<file path="src/rtl/xfer_seq_pkg.sv">
package xfer_seq_pkg;
  localparam int CFG_W       = 32;
  localparam int TMR_AW      = 13;
  localparam int TINIT_LSB   = 2;
  localparam int TINIT_W     = TMR_AW - TINIT_LSB;
  localparam int DIR_BIT     = 23;
  localparam int SIZE_BIT    = 22;
  localparam int TSTEP_BIT   = 21;
  localparam int MHOLD_BIT   = 20;
  localparam int MODEA_LSB   = 18;
  localparam int MODEB_LSB   = 16;
  localparam logic [CFG_W-1:0] CFG_RW_MASK = 32'h00FF_1FFC;

  typedef enum logic [1:0] {
    BUF_ONESHOT = 2'd0,
    BUF_CIRC    = 2'd1,
    BUF_AUTO_0  = 2'd2,
    BUF_AUTO_1  = 2'd3
  } buf_mode_e;

  typedef struct packed {
    logic              dir;
    logic              size64;
    logic              tmr_step8;
    logic              mem_hold;
    buf_mode_e         mode_a;
    buf_mode_e         mode_b;
    logic [TINIT_W-1:0] tinit;
  } xfer_cfg_t;
endpackage

</file>
<file path="src/rtl/xfer_cfg_reg.sv">
module xfer_cfg_reg
  import xfer_seq_pkg::*;
(
  input  logic             clk_i,
  input  logic             rst_ni,
  input  logic             we_i,
  input  logic             priv_i,
  input  logic [CFG_W-1:0] wdata_i,
  output xfer_cfg_t        cfg_o,
  output logic [CFG_W-1:0] rdata_o
);
  logic [CFG_W-1:0] cfg_q;

  always_ff @(posedge clk_i or negedge rst_ni) begin
    if (!rst_ni)               cfg_q <= '0;
    else if (we_i && priv_i)   cfg_q <= wdata_i & CFG_RW_MASK;
  end

  assign rdata_o          = cfg_q;
  assign cfg_o.dir        = cfg_q[DIR_BIT];
  assign cfg_o.size64     = cfg_q[SIZE_BIT];
  assign cfg_o.tmr_step8  = cfg_q[TSTEP_BIT];
  assign cfg_o.mem_hold   = cfg_q[MHOLD_BIT];
  assign cfg_o.mode_a     = buf_mode_e'(cfg_q[MODEA_LSB +: 2]);
  assign cfg_o.mode_b     = buf_mode_e'(cfg_q[MODEB_LSB +: 2]);
  assign cfg_o.tinit      = cfg_q[TINIT_LSB +: TINIT_W];

  AST_NOPRIV_KEEP: assert property (@(posedge clk_i) disable iff (!rst_ni)
    (we_i && !priv_i) |=> $stable(rdata_o));
endmodule

</file>
<file path="src/rtl/xfer_addr_ctr.sv">
module xfer_addr_ctr #(
  parameter int AW = 16
) (
  input  logic          clk_i,
  input  logic          rst_ni,
  input  logic          load_i,
  input  logic [AW-1:0] load_val_i,
  input  logic          adv_i,
  input  logic [AW-1:0] step_i,
  output logic [AW-1:0] addr_o
);
  logic [AW-1:0] addr_q;

  // load wins over advance; sum wraps modulo 2^AW
  always_ff @(posedge clk_i or negedge rst_ni) begin
    if (!rst_ni)     addr_q <= '0;
    else if (load_i) addr_q <= load_val_i;
    else if (adv_i)  addr_q <= addr_q + step_i;
  end

  assign addr_o = addr_q;

  AST_IDLE_HOLD: assert property (@(posedge clk_i) disable iff (!rst_ni)
    (!load_i && !adv_i) |=> $stable(addr_o));
endmodule

</file>
<file path="src/rtl/xfer_frame_ctl.sv">
module xfer_frame_ctl #(
  parameter int CNT_W = 8
) (
  input  logic             clk_i,
  input  logic             rst_ni,
  input  logic             start_i,
  input  logic             edone_i,
  input  logic [CNT_W-1:0] count_i,
  input  logic             circ_i,
  output logic             adv_o,
  output logic             reload_o,
  output logic             active_o,
  output logic             done_o,
  output logic             frame_done_o
);
  localparam int IW = CNT_W + 1;

  logic [CNT_W-1:0] cnt_q, idx_q;
  logic             active_q, done_q, fdone_q;
  logic             accept, last;
  logic [IW-1:0]    idx_next;

  assign accept   = edone_i && active_q && !start_i;
  assign idx_next = {1'b0, idx_q} + IW'(1);
  assign last     = accept && (idx_next >= {1'b0, cnt_q}); // count 0 acts as 1
  assign adv_o    = accept && !last;
  assign reload_o = last && circ_i;

  always_ff @(posedge clk_i or negedge rst_ni) begin
    if (!rst_ni) begin
      cnt_q    <= '0;
      idx_q    <= '0;
      active_q <= 1'b0;
      done_q   <= 1'b0;
      fdone_q  <= 1'b0;
    end else begin
      fdone_q <= last;
      if (start_i) begin
        cnt_q    <= count_i;
        idx_q    <= '0;
        active_q <= 1'b1;
        done_q   <= 1'b0;
      end else if (last) begin
        idx_q <= '0;
        if (!circ_i) begin
          active_q <= 1'b0;
          done_q   <= 1'b1;
        end
      end else if (adv_o) begin
        idx_q <= idx_next[CNT_W-1:0];
      end
    end
  end

  assign active_o     = active_q;
  assign done_o       = done_q;
  assign frame_done_o = fdone_q;

  AST_DONE_EXCL: assert property (@(posedge clk_i) disable iff (!rst_ni)
    !(active_q && done_q));
  AST_IDLE_IGNORE: assert property (@(posedge clk_i) disable iff (!rst_ni)
    (!active_q && !start_i) |=> !active_q);
endmodule

</file>
<file path="src/rtl/xfer_addr_seq.sv">
module xfer_addr_seq
  import xfer_seq_pkg::*;
#(
  parameter int MEM_AW = 32,
  parameter int CNT_W  = 8
) (
  input  logic              clk_i,
  input  logic              rst_ni,
  input  logic              cfg_we_i,
  input  logic              cfg_priv_i,
  input  logic [CFG_W-1:0]  cfg_wdata_i,
  output logic [CFG_W-1:0]  cfg_rdata_o,
  input  logic [MEM_AW-1:0] mem_init_i,
  input  logic [CNT_W-1:0]  elem_cnt_i,
  input  logic              frame_start_i,
  input  logic              elem_done_i,
  output logic              busy_o,
  output logic              done_o,
  output logic              frame_done_o,
  output logic [MEM_AW-1:0] rd_addr_o,
  output logic [MEM_AW-1:0] wr_addr_o,
  output logic              size64_o
);
  localparam int TPAD = MEM_AW - TMR_AW;

  xfer_cfg_t         cfg, snap_q;
  logic [MEM_AW-1:0] mem_init_q, mem_addr, mem_step, mem_load_val;
  logic [TMR_AW-1:0] tmr_addr, tmr_step, tmr_init;
  logic              adv, reload, load;

  xfer_cfg_reg u_cfg (
    .clk_i   (clk_i),
    .rst_ni  (rst_ni),
    .we_i    (cfg_we_i),
    .priv_i  (cfg_priv_i),
    .wdata_i (cfg_wdata_i),
    .cfg_o   (cfg),
    .rdata_o (cfg_rdata_o)
  );

  // settings frozen for the whole frame
  always_ff @(posedge clk_i or negedge rst_ni) begin
    if (!rst_ni) begin
      snap_q     <= '0;
      mem_init_q <= '0;
    end else if (frame_start_i) begin
      snap_q     <= cfg;
      mem_init_q <= mem_init_i;
    end
  end

  xfer_frame_ctl #(.CNT_W(CNT_W)) u_frame (
    .clk_i        (clk_i),
    .rst_ni       (rst_ni),
    .start_i      (frame_start_i),
    .edone_i      (elem_done_i),
    .count_i      (elem_cnt_i),
    .circ_i       (snap_q.mode_a == BUF_CIRC),
    .adv_o        (adv),
    .reload_o     (reload),
    .active_o     (busy_o),
    .done_o       (done_o),
    .frame_done_o (frame_done_o)
  );

  assign load         = frame_start_i || reload;
  assign tmr_init     = frame_start_i ? {cfg.tinit, 2'b00} : {snap_q.tinit, 2'b00};
  assign mem_load_val = frame_start_i ? mem_init_i : mem_init_q;
  assign tmr_step     = snap_q.tmr_step8 ? TMR_AW'(8) : TMR_AW'(16);
  assign mem_step     = snap_q.mem_hold ? '0 : (snap_q.size64 ? MEM_AW'(8) : MEM_AW'(4));

  xfer_addr_ctr #(.AW(TMR_AW)) u_tmr_ctr (
    .clk_i      (clk_i),
    .rst_ni     (rst_ni),
    .load_i     (load),
    .load_val_i (tmr_init),
    .adv_i      (adv),
    .step_i     (tmr_step),
    .addr_o     (tmr_addr)
  );

  xfer_addr_ctr #(.AW(MEM_AW)) u_mem_ctr (
    .clk_i      (clk_i),
    .rst_ni     (rst_ni),
    .load_i     (load),
    .load_val_i (mem_load_val),
    .adv_i      (adv),
    .step_i     (mem_step),
    .addr_o     (mem_addr)
  );

  generate
    if (TPAD > 0) begin : g_pad
      logic [MEM_AW-1:0] tmr_ext;
      assign tmr_ext   = {{TPAD{1'b0}}, tmr_addr};
      assign rd_addr_o = snap_q.dir ? mem_addr : tmr_ext;
      assign wr_addr_o = snap_q.dir ? tmr_ext  : mem_addr;
    end else begin : g_nopad
      assign rd_addr_o = snap_q.dir ? mem_addr : MEM_AW'(tmr_addr);
      assign wr_addr_o = snap_q.dir ? MEM_AW'(tmr_addr) : mem_addr;
    end
  endgenerate

  assign size64_o = snap_q.size64;

  AST_TMR_ALIGN: assert property (@(posedge clk_i) disable iff (!rst_ni)
    tmr_addr[1:0] == 2'b00);
  AST_MEM_HOLD: assert property (@(posedge clk_i) disable iff (!rst_ni)
    (busy_o && snap_q.mem_hold && !frame_start_i) |=> $stable(mem_addr));
  AST_DONE_CAUSE: assert property (@(posedge clk_i) disable iff (!rst_ni)
    $rose(done_o) |-> frame_done_o);
endmodule

</file>
<file path="config.mk">
export PLATFORM = sky130hd
export DESIGN_NAME = xfer_addr_seq
export DESIGN_NICKNAME = d
export VERILOG_FILES = /design/src/rtl/xfer_seq_pkg.sv /design/src/rtl/xfer_cfg_reg.sv /design/src/rtl/xfer_addr_ctr.sv /design/src/rtl/xfer_frame_ctl.sv /design/src/rtl/xfer_addr_seq.sv
export SDC_FILE = /design/constraint.sdc
export NUM_CORES = 1
export LEC_CHECK = 0
export CAP_MARGIN = 40
export CORE_ASPECT_RATIO = 1.25
export CORE_MARGIN = 2
export CORE_UTILIZATION = 53
export DETAILED_ROUTE_END_ITERATION = 16
export PLACE_DENSITY = 0.86
export SLEW_MARGIN = 30
export SYNTH_ARGS = -nofsm -noshare
export SYNTH_HDL_FRONTEND = slang
export SYNTH_SLANG_ARGS = --single-unit
</file>
<file path="constraint.sdc">
create_clock -name clk_i -period 7.5 [get_ports clk_i]
set_input_delay 0.75 -clock clk_i [delete_from_list [all_inputs] [get_ports clk_i]]
set_output_delay 0.75 -clock clk_i [all_outputs]
set_load 0.01 [all_outputs]
</file>
==> summary.txt <==
Critical path
  • Critical Path Max Stage Delay: 0.52 ns
  • CP Max Fanout: 30
  • Crit path cell chain: nand3_1, nor2_1, nand3_1, xnor2_1, ha_1, and3_1, a221oi_1, o211ai_1, buf_4, a31oi_4, buf_4, and3_1, a211o_1
  • Worst Setup End Kind: flip-flop
  • Type of origin of the critical path: flip-flop
  • Crit path DAT: between 3 and 4 ns
  • Worst Path Class, Setup: flip-flop to flip-flop
  • CP required: 7.86 ns
  • Slowest cell on the critical path: a31oi_4
  • Reg2reg path depth: 13

Floorplan
  • Initial Util: 53.7%
  • Top Ports: 178
  • Die footprint: 0.0137 mm2
  • Num rows: 46
  • Die Ht: 130 um
  • Core Box Area: 0.0126 mm2
  • Die Wd: 105 um

Clock network
  • CTS max path bufs: 2
  • Root Driver: clkbuf_16
  • CTS buffer count: 17
  • H-tree Lvls: 4
  • Reg clk slew, reported paths: 0.06 ns
  • Clock sinks: 130
  • Cts hold-fix bufs: 0
  • Clock latency on the worst-skew pair: 0.42 ns
  • CTS resizes: 0
  • CTS tree: built
  • Postcts setup bufs: 0

Timing
  • Final critical-path setup slack: 3.92 ns
  • Max Clock Skew: approximately 0.015 ns
  • Final setup fails: 0
  • Tcrit/Tclk final: 47.8%
  • RSZ-0062 raised after global routing: no
  • Fin crit period: 3.58 ns
  • Final hold violation count: 0
  • Max Freq: 279 MHz
  • Max-slew violations: 0
  • Fin Setup TNS: 0 ns
  • Slew HR: 47.6%
  • Worst-margin pin slew: about 0.8 ns

Global routing
  • Grt met3 use: 4.65%
  • Vias in the first global route: 5485
  • Total Routing Usage GR: 25.9%
  • Most Crowded Layer GR: met2
  • Largest net degree at the start of global routing: 57
  • Global-route wire length before repair: about 28000 um
  • Grt ovf: 0
  • Initial antenna violation count: 0
  • Met1 usage: 31.6%
  • Routing usage on met2: 46.3%

Power and ir drop
  • Internal power: 1.65 mW
  • Clk pwr share: a little over a third
  • PwrDens: 258 mW/mm2
  • Sw Ratio: 28.7%
  • VDD IR max: 0.142 mV
  • Switching Power: 666 uW
  • Lkg Pwr: roughly 3.8 nW
  • Gate power share: 26.1%
  • Total power after layout: roughly 2.3 mW
  • Register share of total power: 38.4%

Logic synthesis
  • Synthesized cell area: 0.00676 mm2
  • Ys async rst share: 100%
  • #FFs+latches synth: 130
  • Library cells used by synthesis: 59
  • Top FF cell, synth: dfrtp_1
  • Post-synth EDFFs: 0
  • Synth Instances: between 600 and 700
  • Area share of the largest cell type after synthesis: 48.1%
  • Most frequent cell after synthesis: dfrtp_1
  • Synth cell count leaders: dfrtp_1, mux2_2, nor2_1
  • Ys Warns: 0
  • Dominant cells by area after synthesis: dfrtp_1, mux2_2, and2_1
  • Syn Area/Cell: 10.9 um2
  • Area leader, netlist: dfrtp_1
  • Post-synthesis sequential area ratio: 48.1%

Route
  • DRC: 0
  • Total wire length: ~17000 um
  • Drt first-iter violations: 304
  • Vias: 5413
  • Detailed Routing Iterations Pass 1: 4
  • Drt via density: 5.72
  • Drt wl/cell: 18.2 um
  • DRT antenna net count: 0

Worst hold path
  • Worst hold path type: primary input to asynchronous set/reset pin

Placed design
  • Place WS: 3.96 ns
  • Placer Congestion: 0.814
  • Port Buffers: between 150 and 200
  • DP Wirelength: 12000 um
  • Total cell area at the placement stage: 0.00839 mm2

Status
  • Outcome: finished clean

Cells and area
  • Area growth, synth to finish: 32.8%
  • Post-route cell area: 0.00898 mm2
  • Fin util: 71.3%
  • Final net count: 859
  • Antenna Cells: 0
  • Layout cell share with drive strength beyond 1: 19.3%

Run
  • Max_cap viols: 0
## worst max-delay path, delay by kind of cell, from the launching register on
| family | cells | cell delay [ns] |
|---|---|---|
| compound gates | 4 | 1.11 |
| xor+xnor | 1 | 0.22 |
| fa+ha+maj | 1 | 0.29 |
| buf+inv | 2 | 0.65 |
| flops | 1 | 0.45 |
| simple gates | 5 | 0.78 |
## cells in the final DEF (no fill, tap or decap), types with 3 or more instances in the layout
cell / n
ha_1: 13
nand2_1: 37
conb_1: 13
clkbuf_8: 3
buf_4: 7
mux2_2: 91
xnor2_1: 18
o211ai_1: 4
o21ai_0: 17
nor2b_1: 19
dfrtp_1: 129
xor2_1: 8
clkbuf_16: 17
inv_1: 16
a22o_1: 9
and2_1: 26
nor4_1: 11
a21oi_1: 27
clkinvlp_4: 5
and3_1: 6
a21o_1: 9
and3_2: 3
nand3_1: 18
nand4_1: 6
nand2b_1: 4
clkinv_2: 3
a221o_1: 3
o21a_1: 3
a211o_1: 6
nor3_1: 13
nor2_1: 39
clkdlybuf4s50_1: 149
## per-layer routing
layer,vias to the layer above,routed length (um)
met1,2711,6970
met2,210,9050
met5,-,0
li1,2464,-
met4,0,329
met3,28,845
## power by group through the flow
stage | Sequential (mW) | Clock, mW | Combinational, mW
finish | 0.889 | 0.823 | 0.604
floorplan | 0.868 | 0 | 0.323
detailed placement | 0.897 | 0 | 0.600
CTS | 0.887 | 0.831 | 0.607
global placement | 0.899 | 0 | 0.566
global route | 0.902 | 0.863 | 0.655
## state kept, by name, summed over array words and instances (netlist names)
| name | flops |
|---|---|
| size64_o | 1 |
| u_frame.idx_q | 8 |
| u_mem_ctr.addr_o | 32 |
| snap_q | 16 |
| u_frame.active_o | 1 |
| mem_init_q | 32 |
| u_frame.cnt_q | 8 |
| u_tmr_ctr.addr_o | 11 |
| u_cfg.rdata_o | 19 |
| u_frame.done_o | 1 |
| u_frame.frame_done_o | 1 |
## kinds of logic (layout without fill, tap and decap cells)
family,count (synthesis),after routing,share of synthesized area [%]
simple gates,204,204,16.5
flops,130,130,48.1
compound gates,92,92,9.06
mux,91,91,15.1
buf+inv,63,208,4.74
xor+xnor,26,26,3.37
fa+ha+maj,15,15,3.00
other cells,1,13,0.0554
## stage by stage
step                      cells  hold WS [ns]
after global routing        947         0.319
after CTS                   947         0.294
after floorplan             634         0.454
after detailed placement    915         0.485
after global placement      911         0.477
final                       947         0.284
## path summary, 6_finish.rpt
kind / from / end / slack (ns)
worst min-delay path: rst_ni / u_frame.cnt_q[6] / 0.28
max in group asynchronous: rst_ni / snap_q[18] / 6.17
min in group clk_i: snap_q[4] / snap_q[4] / 0.50
worst max-delay path: u_frame.idx_q[2] / u_tmr_ctr.addr_o[9] / 3.92
worst max register to register: u_frame.idx_q[2] / u_tmr_ctr.addr_o[9] / 3.92
worst min register to register: snap_q[4] / snap_q[4] / 0.50
## cell type report
class / instances / area (um2)
Clock buffer: 20 / 467
Clock inverter: 12 / 130
Fill cell: 871 / 3620
Inverter: 16 / 60.1
Multi-Input combinational cell: 441 / 3260
Sequential cell: 130 / 3250
Tap cell: 168 / 210
Timing Repair Buffer: 160 / 1610
(Power assumes the default switching activity.)
